File: src/rtl/stair_pkg.sv
package stair_pkg;

    localparam int N_POS  = 9;
    localparam int GATE_W = 12;
    localparam int LMAG_W = $clog2(N_POS + 1);
    localparam int LVL_W  = LMAG_W + 1;
    localparam int N_LVL  = 2 * N_POS + 1;
    localparam real STAIR_PI = 3.141592653589793;

    typedef enum logic [1:0] {
        ST_OFF  = 2'd0,
        ST_FILL = 2'd1,
        ST_RUN  = 2'd2
    } stair_state_t;

    // Quarter-wave entry, sampled at the middle of each bin so that unfolding mirrors exactly.
    function automatic int quarter_entry(input int k, input int aw, input int fw);
        real ang;
        ang = (real'(k) + 0.5) * STAIR_PI / (2.0 * real'(2 ** aw));
        return $rtoi($sin(ang) * (2.0 ** fw) + 0.5);
    endfunction

    // Switch pattern for a signed level; the word is S1 (msb) .. S12 (lsb).
    function automatic logic [GATE_W-1:0] gate_pattern(input int lvl);
        int          mag;
        int          rem;
        logic        neg;
        logic        src_lo;
        logic        src_hi;
        logic [3:0]  mid_bits;
        logic [GATE_W-1:0] w;
        neg    = (lvl < 0);
        mag    = neg ? -lvl : lvl;
        src_hi = (mag >= 4);
        rem    = mag - (src_hi ? 6 : 0);
        src_lo = (rem == -1) || (rem == 1) || (rem == 3);
        // mid_bits = {S4, S5, S7, S9}
        if (rem >= 2)       mid_bits = 4'b1010;
        else if (rem < 0)   mid_bits = 4'b0100;
        else                mid_bits = 4'b0001;
        w[11] = ~neg;          // S1
        w[10] =  neg;          // S2
        w[9]  =  src_lo;       // S3
        w[8]  =  mid_bits[3];  // S4
        w[7]  =  mid_bits[2];  // S5
        w[6]  =  src_hi;       // S6
        w[5]  =  mid_bits[1];  // S7
        w[4]  = ~src_lo;       // S8
        w[3]  =  mid_bits[0];  // S9
        w[2]  = ~src_hi;       // S10
        w[1]  =  neg;          // S11
        w[0]  = ~neg;          // S12
        return w;
    endfunction

endpackage

File: src/rtl/stair_phase_sine.sv
module stair_phase_sine #(
    parameter int PHASE_W  = 32,
    parameter int LUT_AW   = 6,
    parameter int AMP_FRAC = 15
) (
    input  logic                  clk,
    input  logic                  rst,
    input  logic                  run,
    input  logic [PHASE_W-1:0]    step_in,
    output logic signed [AMP_FRAC:0] sample_o
);

    localparam int DEPTH = 1 << LUT_AW;

    logic [PHASE_W-1:0]  acc;
    logic [1:0]          quad;
    logic [LUT_AW-1:0]   idx;
    logic [LUT_AW-1:0]   addr;
    logic [AMP_FRAC-1:0] lut [DEPTH];
    logic signed [AMP_FRAC:0] mag_s;
    logic signed [AMP_FRAC:0] samp_nxt;

    for (genvar g = 0; g < DEPTH; g++) begin : g_lut
        assign lut[g] = AMP_FRAC'(stair_pkg::quarter_entry(g, LUT_AW, AMP_FRAC));
    end

    assign quad  = acc[PHASE_W-1 -: 2];
    assign idx   = acc[PHASE_W-3 -: LUT_AW];
    assign addr  = quad[0] ? ~idx : idx;
    assign mag_s = $signed({1'b0, lut[addr]});

    always_comb begin
        if (quad[1]) samp_nxt = -mag_s;
        else         samp_nxt =  mag_s;
    end

    always_ff @(posedge clk) begin
        if (rst || !run) begin
            acc      <= '0;
            sample_o <= '0;
        end else begin
            acc      <= acc + step_in;
            sample_o <= samp_nxt;
        end
    end

endmodule

File: src/rtl/stair_level_round.sv
module stair_level_round #(
    parameter int AMP_FRAC = 15,
    parameter int MI_W     = 9,
    parameter int MI_FRAC  = 8
) (
    input  logic signed [AMP_FRAC:0]           sample,
    input  logic [MI_W-1:0]                    mod_index,
    output logic signed [stair_pkg::LVL_W-1:0] level
);

    localparam int MI_ONE = 1 << MI_FRAC;
    localparam int SHIFT  = AMP_FRAC + MI_FRAC;
    localparam int PROD_W = stair_pkg::LMAG_W + MI_W + AMP_FRAC;
    localparam int LMAG_W = stair_pkg::LMAG_W;

    logic [MI_W-1:0]     mc;
    logic [AMP_FRAC-1:0] smag;
    logic [PROD_W-1:0]   prod;
    logic [PROD_W-1:0]   rsum;
    logic [LMAG_W-1:0]   lmag;
    logic signed [LMAG_W:0] lmag_s;

    assign mc     = (mod_index > MI_W'(MI_ONE)) ? MI_W'(MI_ONE) : mod_index;
    assign smag   = sample[AMP_FRAC] ? AMP_FRAC'(-sample) : AMP_FRAC'(sample);
    assign prod   = PROD_W'(stair_pkg::N_POS) * PROD_W'(mc) * PROD_W'(smag);
    assign rsum   = prod + (PROD_W'(1) << (SHIFT - 1));
    assign lmag   = LMAG_W'(rsum >> SHIFT);
    assign lmag_s = $signed({1'b0, lmag});

    always_comb begin
        if (sample[AMP_FRAC]) level = -lmag_s;
        else                  level =  lmag_s;
    end

endmodule

File: src/rtl/stair_gate_rom.sv
module stair_gate_rom (
    input  logic signed [stair_pkg::LVL_W-1:0] level,
    output logic [stair_pkg::GATE_W-1:0]       gate
);

    localparam int LVL_W  = stair_pkg::LVL_W;
    localparam int ROM_N  = 1 << LVL_W;

    logic [stair_pkg::GATE_W-1:0] rom [ROM_N];
    logic [LVL_W-1:0]             slot;

    for (genvar g = 0; g < ROM_N; g++) begin : g_rom
        if (g < stair_pkg::N_LVL) begin : g_used
            assign rom[g] = stair_pkg::gate_pattern(g - stair_pkg::N_POS);
        end else begin : g_spare
            assign rom[g] = '0;
        end
    end

    assign slot = LVL_W'(level) + LVL_W'(stair_pkg::N_POS);
    assign gate = rom[slot];

endmodule

File: src/rtl/staircase_gate_gen.sv
module staircase_gate_gen #(
    parameter int PHASE_W  = 32,
    parameter int LUT_AW   = 6,
    parameter int AMP_FRAC = 15,
    parameter int MI_W     = 9,
    parameter int MI_FRAC  = 8
) (
    input  logic                                  clk,
    input  logic                                  rst,
    input  logic                                  en,
    input  logic [PHASE_W-1:0]                    phase_step,
    input  logic [MI_W-1:0]                       mod_index,
    output logic [stair_pkg::GATE_W-1:0]          gate_o,
    output logic signed [stair_pkg::LVL_W-1:0]    level_o,
    output logic                                  step_o
);

    import stair_pkg::*;

    stair_state_t state, state_nxt;

    logic signed [AMP_FRAC:0]  sample;
    logic signed [LVL_W-1:0]   lvl_nxt;
    logic [GATE_W-1:0]         gate_nxt;

    stair_phase_sine #(
        .PHASE_W  (PHASE_W),
        .LUT_AW   (LUT_AW),
        .AMP_FRAC (AMP_FRAC)
    ) u_phase (
        .clk      (clk),
        .rst      (rst),
        .run      (en),
        .step_in  (phase_step),
        .sample_o (sample)
    );

    stair_level_round #(
        .AMP_FRAC  (AMP_FRAC),
        .MI_W      (MI_W),
        .MI_FRAC   (MI_FRAC)
    ) u_round (
        .sample    (sample),
        .mod_index (mod_index),
        .level     (lvl_nxt)
    );

    stair_gate_rom u_rom (
        .level (lvl_nxt),
        .gate  (gate_nxt)
    );

    always_comb begin
        state_nxt = ST_OFF;
        unique case (state)
            ST_OFF:  state_nxt = en ? ST_FILL : ST_OFF;
            ST_FILL: state_nxt = en ? ST_RUN  : ST_OFF;
            ST_RUN:  state_nxt = en ? ST_RUN  : ST_OFF;
            default: state_nxt = ST_OFF;
        endcase
    end

    always_ff @(posedge clk) begin
        if (rst) state <= ST_OFF;
        else     state <= state_nxt;
    end

    always_ff @(posedge clk) begin
        if (rst || !en) begin
            gate_o  <= '0;
            level_o <= '0;
            step_o  <= 1'b0;
        end else begin
            unique case (state)
                ST_OFF: begin
                    gate_o  <= '0;
                    level_o <= '0;
                    step_o  <= 1'b0;
                end
                ST_FILL, ST_RUN: begin
                    gate_o  <= gate_nxt;
                    level_o <= lvl_nxt;
                    step_o  <= (gate_nxt != gate_o);
                end
                default: begin
                    gate_o  <= '0;
                    level_o <= '0;
                    step_o  <= 1'b0;
                end
            endcase
        end
    end

endmodule

File: config.mk
export PLATFORM = sky130hd
export DESIGN_NAME = staircase_gate_gen
export DESIGN_NICKNAME = d
export VERILOG_FILES = /design/src/rtl/stair_pkg.sv /design/src/rtl/stair_phase_sine.sv /design/src/rtl/stair_level_round.sv /design/src/rtl/stair_gate_rom.sv /design/src/rtl/staircase_gate_gen.sv
export SDC_FILE = /design/constraint.sdc
export NUM_CORES = 1
export LEC_CHECK = 0
export ABC_CLOCK_PERIOD_IN_PS = 19100
export BUFFER_PORTS_ARGS = -buffer_cell sky130_fd_sc_hd__clkbuf_2
export CORE_UTILIZATION = 48
export CTS_CLUSTER_DIAMETER = 40
export CTS_CLUSTER_SIZE = 40
export DETAILED_ROUTE_END_ITERATION = 8
export PLACE_DENSITY = 0.64
export SYNTH_ARGS = -nofsm -noshare
export SYNTH_HDL_FRONTEND = slang
export SYNTH_SLANG_ARGS = --single-unit
export TNS_END_PERCENT = 50
File: constraint.sdc
create_clock -name clk -period 19.1 [get_ports clk]
set_clock_uncertainty 0.2 [all_clocks]
set_input_delay 3.82 -clock clk [delete_from_list [all_inputs] [get_ports clk]]
set_output_delay 3.82 -clock clk [all_outputs]
set_load 0.005 [all_outputs]
## Word-level counts from Yosys, hierarchy flattened

Memories as Yosys holds them, arrays and structs flattened.
Index checks and enable logic that the tools add are counted.

- Register bits after elaboration: 68
- ROM bits: 1344
- Output and inout bits: 18
- Word-level logic and storage cells: 46
- Memories: 2

- $add $sub $neg: 6
- $mul: 2
- $lt $le $gt $ge: 3
- Eq/ne operators: 3
- Muxes and demuxes: 12
- Bitwise logic cells: 5
- Reduce and logical (&&, ||, !) cells: 6

Memory list:

| name | depth | bits a word | read ports | clocked after Yosys merged registers in | write ports | line | text |
|---|---|---|---|---|---|---|---|
| (no name shown) | 64 | 15 | 1 | 0 | 0 | stair_phase_sine.sv:30 | `assign mag_s = $signed({1'b0, lut[addr]});` |
| (no name shown) | 32 | 12 | 1 | 0 | 0 | stair_gate_rom.sv:21 | `assign gate = rom[slot];` |

Operator list:

| operator | number |
|---|---|
| $mux W15 | 4 |
| $add A32 B32 Y32 | 1 |
| $add A27 B23 Y27 const B | 1 |
| $mul A13 B15 Y27 | 1 |
| $mux W12 | 2 |
| $neg A15 Y16 | 1 |
| $neg A15 Y15 | 1 |
| $mul A4 B9 Y13 const A | 1 |
| $ne A12 B12 Y1 | 1 |
| $gt A9 B9 Y1 const B | 1 |
| $mux W9 | 1 |
| $ge A7 B7 Y1 const B | 1 |
| $not A6 Y7 | 1 |
| $ge A6 B6 Y1 const B | 1 |
| $mux W6 | 1 |
| $not A5 Y6 | 1 |
| $not A6 Y6 | 1 |
| $reduce_or A2 Y1 | 3 |
| $add A5 B5 Y5 const B | 1 |
| $mux W5 | 1 |
| $neg A4 Y5 | 1 |
| $pmux W2 S2 | 1 |
| $eq A2 B1 Y1 const B | 1 |
| $eq A2 B2 Y1 const B | 1 |
| other kinds (6) | 7 |

## Longest topological paths before layout

Gate-level depths: netlist (run 1).

- Depth in word-level cells: 13
- Gate-level depth with buffers: 46
- Depth with buffers taken out: 43

## Cells and area by module

From an unflattened synthesis (run 1), not the netlist that was laid out.

- Cell total of the unflattened synthesis: 1663
- Area, all modules: 13529.2 um^2

Modules (own cells, without submodules):

| module | times used | cells an instance | area each (um^2) |
|---|---|---|---|
| stair_level_round | 1 | 747 | 6592.6 |
| stair_phase_sine | 1 | 801 | 5804.3 |
| staircase_gate_gen | 1 | 63 | 726.9 |
| stair_gate_rom | 1 | 52 | 405.4 |

## Worst setup path before layout (run 1)

No wires, ideal clock.

- Path type: in2reg
- Start: in mod_index[8]
- End: reg step_o
- Library setup time: 0.133 ns
- Arrival: 13.659 ns
- Required time: 18.767 ns
- Path slack: 5.108 ns
- Stages on the path: 43
- Buffers on the path: 4
- Cell sequence: clkbuf_1 -> nor2b_1 -> clkbuf_1 -> ha_1 -> ha_1 -> a21o_1 -> a21oi_1 -> o21bai_1 -> a21oi_1 -> o21bai_1 -> a21o_1 -> clkbuf_1 -> and2_1 -> fa_1 -> inv_1 -> fa_1 -> inv_1 -> fa_1 -> [7 not listed] -> o211a_2 -> and2b_1 -> nor2_1 -> xor2_1 -> ha_1 -> a21oi_1 -> inv_1 -> ha_1 -> inv_1 -> ha_1 -> clkbuf_1 -> inv_1 -> ha_1 -> o21ai_1 -> o21ai_1 -> a221o_1 -> a2111oi_2 -> a31oi_1

- Cells in the longest elaborated chain, start to end: 13

Ends and longest elaborated chain:

| item | line | text |
|---|---|---|
| from (decl) | staircase_gate_gen.sv:12 | `input logic [MI_W-1:0] mod_index,` |
| $gt A9 B9 Y1 | stair_level_round.sv:23 | `assign mc = (mod_index > MI_W'(MI_ONE)) ? MI_W'(MI_ONE) : mod_index;` |
| $mux W9 (*) | stair_level_round.sv:23 |  |
| $mul A4 B9 Y13 (*) | stair_level_round.sv:25 | `assign prod = PROD_W'(stair_pkg::N_POS) * PROD_W'(mc) * PROD_W'(smag);` |
| $mul A13 B15 Y27 (*) | stair_level_round.sv:25 |  |
| $add A27 B23 Y27 (*) | stair_level_round.sv:26 | `assign rsum = prod + (PROD_W'(1) << (SHIFT - 1));` |
| $neg A4 Y5 | stair_level_round.sv:31 | `if (sample[AMP_FRAC]) level = -lmag_s;` |
| $mux W5 (*) | stair_level_round.sv:31 |  |
| via lvl_nxt[1] | staircase_gate_gen.sv:23 | `logic signed [LVL_W-1:0] lvl_nxt;` |
| $add A5 B5 Y5 (*) | stair_gate_rom.sv:20 | `assign slot = LVL_W'(level) + LVL_W'(stair_pkg::N_POS);` |
| $not A5 Y6 (not written as such) (*) | stair_gate_rom.sv:21 |  |
| $mem_v2 Z32 W12 (*) | n/a |  |
| $mux W12 (not written as such) (*) (2 in a row) | stair_gate_rom.sv:21 |  |
| $ne A12 B12 Y1 (*) | staircase_gate_gen.sv:83 | `step_o <= (gate_nxt != gate_o);` |
| to (signal assigned) | staircase_gate_gen.sv:83 |  |
| to (decl) | staircase_gate_gen.sv:15 | `output logic step_o` |

Mark *: on every way through the listed nets, which the timed path passes. The rest lies on a longest branch. The select of a mux whose other input is x is not followed.
A chain may end at the register's enable or synchronous reset.

## Worst setup path in the final report (run 1)

Same ends and word-level chain as after synthesis.

==> qor.csv, run 1 <==
metric,value,unit
dpl_worst_slack,4.14,ns
dieArea,0.0265,mm²
antenna_found_initial,0,
cts-root-buf,clkbuf_16,
seq_area,0.00130,mm²
power_density,136,mW/mm²
p_leak,6.41,nW
cts_resized,0,
ff2ff_path_depth,37,
worst-slew-pin-transition,1.26,ns
clk_path_buf_depth,2,
synth_seq_area_share,10.5,%
drive_gt1_share,7.77,%
reg2reg_from,u_phase.sample_o[0],
setup_tns,0,ns
crit_required,19.10,ns
crit_family,adder cells,
cts_tree,built,
start_util,49.1,%
postLayoutCoreUtil,52.8,%
min_path_type,register to register,
cts_hold_buf,0,
max_stage_delay,0.83,ns
grt_overflow,0,
ir_drop,0.100,mV
setup_ws,4.43,ns
reg2reg_to,step_o,
antenna-diode-count,0,
num-fill-cells,2405,
dp_hpwl,23700,µm
clkSinkCount,65,
grt_pass1_wl,50500,µm
startpoint_type,input port,
worstSetupPathType,input port to register,
ys_seq_elements,65,
rows,58,
synth-edff-count,0,
dpl_cell_area,0.0130,mm²
multi_input_area,0.0102,mm²
cts_buffers,9,
final_common_cell,inv_1,
async_reset_ff_share,0,%
drc_errors,0,
crit_cells,39,
outcome,"complete, no violations",
fp.coreArea,0.0253,mm²
cts_max_level,3,
synthesis.area,0.0124,mm²
final.min_clock_period,14.67,ns
holdCritStartpoint,u_phase.acc[0],
worstPathArrival,14.67,ns
fin_area,0.0133,mm²
cpMostUsedCell,ha_1,
crit_end,step_o,
grtUsageTotal,23.8,%
wl_per_cell,15.9,µm
drt-pass1-iter-count,5,
ys.flop_type,dfxtp_1,
routed_via_density,5.56,
end_kind,register,
final_cell_mix,"inv_1 (188), nand2_1 (165), ha_1 (157)",
post_cts_buffers,0,
dr_total_vias,10490,
nets,1897,
ant_nets,0,
routed_wl,30100,µm
syn_inst,1524,
finalHoldViolations,0,
ioPinCount,62,
cp_max_fo,16,
syn2layout_area_growth,7.51,%
relSlewSlack,15.3,%
setup_viol,0,
gp_congestion,0.867,
syn_area_per_cell,8.13,µm²
crit_buf_inv,7,
r2r_slack,8.38,ns
critical-path-slowest-cell,nor2b_1,
drt-initial-drc-count,875,
rsz0062_at_grt,false,
fmax,0.0682,GHz
critPathLaunch,mod_index[8],
dieWidth,163,µm
path_clk_slew,0.06,ns
cap_violations,0,
ys_types,81,
slew_viol_final,0,
port_buffers,61,
die_y,163,µm
grt_max_degree,48,
synth_warnings,0,
fin_crit_sh,76.8,%
grt_pass1_vias,10378,
insertion_delay,0.34,ns
[sequential cells by signal, summed over array words and instances, names as in the netlist]
| name | flops |
|---|---|
| step_o | 1 |
| level_o | 5 |
| u_phase.sample_o | 16 |
| state | 2 |
| gate_o | 9 |
| u_phase.acc | 32 |
[worst reg2reg max path, delay by kind of cell, from the launching register on]
kind	cells	cell delay, ns
fa+ha+maj	12	4.59
compound gates	11	2.51
simple gates	2	0.28
buf+inv	10	1.16
xor+xnor	2	1.25
flops	1	0.61
[cells by family after synthesis]
family,count (synthesis),synth area share [%]
AOI/OAI and AO/OA,299,16.4
xor gates and xnor gates,80,5.80
adders and majority gates,300,38.9
buffers and inverters,261,8.10
DFF,65,10.5
muxes,12,1.19
other,2,0.0606
and+or+nand+nor,505,19.0
[Yosys cell counts (all sizes together) (20+ instances only)]
library cell	instances	share of area (%)
nor2	130	4.0
a21oi	71	2.9
fa	143	23
o21ai	63	2.5
nor2b	20	1.0
xor2	31	2.2
nand2	166	5.0
xnor2	49	3.6
inv	188	5.7
nand2b	33	1.7
nand3	27	1.1
ha	157	16
a21o	27	1.6
clkbuf	61	1.8
and2	38	1.9
nor3	44	1.8
dfxtp	65	10
[how the worst min path moves through the flow]
stage                                      to  slack, ns  cells past startpoint
after CTS                      u_phase.acc[0]       0.35                      2
after floorplan           u_phase.sample_o[2]       0.31                      3
after global routing                 state[1]       0.38                      2
after detailed placement       u_phase.acc[0]       0.33                      2
after global placement         u_phase.acc[0]       0.33                      2
final                          u_phase.acc[0]       0.34                      2
[through the flow]
step	hold WS [ns]	power, mW	cells
6_report	0.342	1.82	1888
5_1_grt	0.383	2.02	1888
4_1_cts	0.348	1.82	1888
3_5_place_dp	0.329	1.62	1872
3_3_place_gp	0.329	1.63	1872
2_1_floorplan	0.313	1.31	1537
[layer usage]
metal  track usage [%]  vias to the layer above  routed length [µm]
met5                 0                        -                   0
met4              8.84                        0                 926
met3              2.16                       48                1140
met2              41.0                      252               14600
met1              30.7                     5058               13500
li1                  -                     5132                   -
[where the power goes]
group	leakage, nW	switching (mW)	total, mW	internal (mW)
sequential	0.532	0.0181	0.170	0.151
clock	0.142	0.0716	0.174	0.102
combinational	5.73	0.904	1.47	0.571
total	6.41	0.994	1.82	0.825
[final cells by class]
cell class                 instances  area share (%)
inverter                         188            5.30
sequential                        65            9.76
clock buffer                       9            1.69
timing repair buffer              78            3.25
multi-input combinational       1211            76.3
clock inverter                     7           0.573
tap                              330            3.10
(Power assumes the default switching activity.)
==> run 2, diff against run 1 <==
- ABC_CLOCK_PERIOD_IN_PS: 19100 -> 11900
- PLACE_DENSITY: 0.64 -> 0.66
- clock period: 19.1 -> 11.9 ns (I/O delays scaled with it)
==> qor.csv, run 2 (synthesis gave the netlist of run 1 again) <==
metric,value,unit,change
holdPathStages,2,,unchanged
slew_viol_final,0,,unchanged
drt-initial-drc-count,807,,-7.8%
dp_hpwl,24200,µm,+2.1%
nets,1955,,+3.1%
start_util,49.1,%,unchanged
setup_viol,0,,unchanged
insertion_delay,0.34,ns,about the same
dpl_worst_slack,0.0490,ns,-4.09 ns
clk_path_buf_depth,2,,unchanged
finalHoldViolations,0,,unchanged
worst-slew-pin-transition,1.26,ns,-0.00576 ns
dr_total_vias,10774,,+2.7%
hold_path_end,u_phase.acc[0],,
p_leak,6.72,nW,+4.9%
min_path_type,register to register,,
end_kind,register,,
grt_overflow,0,,unchanged
routed_via_density,5.54,,-0.35%
critical-path-slowest-cell,fa_1,,
gp_congestion,0.894,,+3.1%
crit_required,11.96,ns,-7.14 ns
max_stage_delay,0.56,ns,-0.27 ns
antenna_found_initial,0,,unchanged
fin_crit_sh,95.5,%,
setup_tns,0,ns,unchanged
path_clk_slew,0.06,ns,about the same
final_common_cell,inv_1,,
grt.met1_usage,30.7,%,about the same
final_cell_mix,"inv_1 (185), nand2_1 (165), ha_1 (155)",,
relSlewSlack,15.7,%,+0.39 points
clkSinkCount,65,,unchanged
reg_top3,"u_phase.acc x32, u_phase.sample_o x16, gate_o x9",,
cts_buffers,9,,unchanged
syn2layout_area_growth,12.1,%,
grt_most_used_layer,met2,,
cts-root-buf,clkbuf_16,,
drt-pass1-iter-count,5,,unchanged
fin_cells,1946,,+3.1%
dieArea,0.0265,mm²,unchanged
worstPathArrival,11.42,ns,-3.25 ns
fin_total_pwr,3.58,mW,+97%
drive_gt1_share,12.6,%,+4.8 points
fp.coreArea,0.0253,mm²,unchanged
grt_pass1_vias,10798,,+4.0%
routed_wl,30800,µm,+2.2%
port_buffers,61,,unchanged
reg2reg_from,u_phase.sample_o[15],,
postLayoutCoreUtil,55.0,%,+2.2 points
largest_register_ffs,32,,unchanged
setup_ws,0.539,ns,-3.89 ns
cap_violations,0,,unchanged
cts_tree,built,,
grt_max_degree,48,,unchanged
wl_per_cell,15.8,µm,-0.80%
dp.cells,1924,,+2.8%
r2r_slack,2.12,ns,-6.26 ns
die_y,163,µm,unchanged
fmax,0.0880,GHz,
cts_hold_buf,0,,unchanged
startpoint_type,input port,,
grtUsageTotal,24.0,%,+0.25 points
worstSetupPathType,input port to register,,
rows,58,,unchanged
cp_max_fo,11,,-5
outcome,"complete, no violations",,
top_register,u_phase.acc,,
ioPinCount,62,,unchanged
reg2reg_to,step_o,,
final.min_clock_period,11.36,ns,
power_density,258,mW/mm²,+89%
use_met2,41.1,%,+0.077 points
ff2ff_path_depth,35,,-5.4%
ant_nets,0,,unchanged
met3_usage,2.34,%,+0.18 points
ir_drop,0.265,mV,+160%
grt_pass1_wl,51400,µm,+1.7%
drc_errors,0,,unchanged
cts_max_level,3,,unchanged
dieWidth,163,µm,unchanged
holdCritStartpoint,u_phase.acc[0],,
antenna-diode-count,0,,unchanged
-- run 2: cell count changes in the layout (fill, tap and decap cells not counted), moves of 3 or more --
cell     change
buf_4       +54
buf_6        +3
inv_1        -3
inv_2        +3
nor2b_1      -3
o21ai_0      -3
-- run 2: worst max-delay path by stage --
stage	startpoint	end	slack (ns)	cells after the start
detailed placement	mod_index[8]	step_o	0.05	44
CTS	mod_index[8]	step_o	0.39	44
global route	mod_index[8]	step_o	-0.02	44
floorplan	mod_index[8]	step_o	0.02	45
global placement	mod_index[8]	step_o	0.12	43
finish	mod_index[8]	step_o	0.54	41
-- run 2: final cells by class --
cell class / count / area [µm²]
Timing Repair Buffer: 136 / 877
Multi-Input combinational cell: 1211 / 10300
Tap cell: 330 / 413
Clock inverter: 7 / 78.8
Inverter: 188 / 706
Sequential cell: 65 / 1300
Clock buffer: 9 / 225
Fill cell: 2410 / 11400
-- run 2: timing repair --
action	in CTS	in global routing
buffers inserted	0	5
resized for setup	0	26
endpoints found under the setup margin	0	5
-- run 2: through the flow --
step	hold WS, ns	instance area [µm²]
final	0.346	13900
after detailed placement	0.329	13400
after global placement	0.329	13400
after CTS	0.348	13700
after floorplan	0.313	12500
after global routing	0.370	13900
-- run 2: layer usage --
metal	vias to the layer above	part of all wire [%]
met4	0	3.9
met5	-	0
met1	5192	44
li1	5258	-
met2	274	48
met3	50	3.9
-- run 2: power by group --
part           total (mW)  internal (mW)  switching (mW)  leakage (nW)
clock network       0.277          0.164           0.112         0.144
logic                3.03           1.41            1.62          6.04
registers           0.274          0.243          0.0312         0.532
total                3.58           1.82            1.76          6.72
-- run 2: worst max-delay path: cells and delay by family --
family	cells	cell delay, ns
buf+inv	5	0.42
xor+xnor	1	0.22
fa+ha+maj	11	4.27
compound gates	15	2.83
mux	1	0.17
simple gates	8	1.12
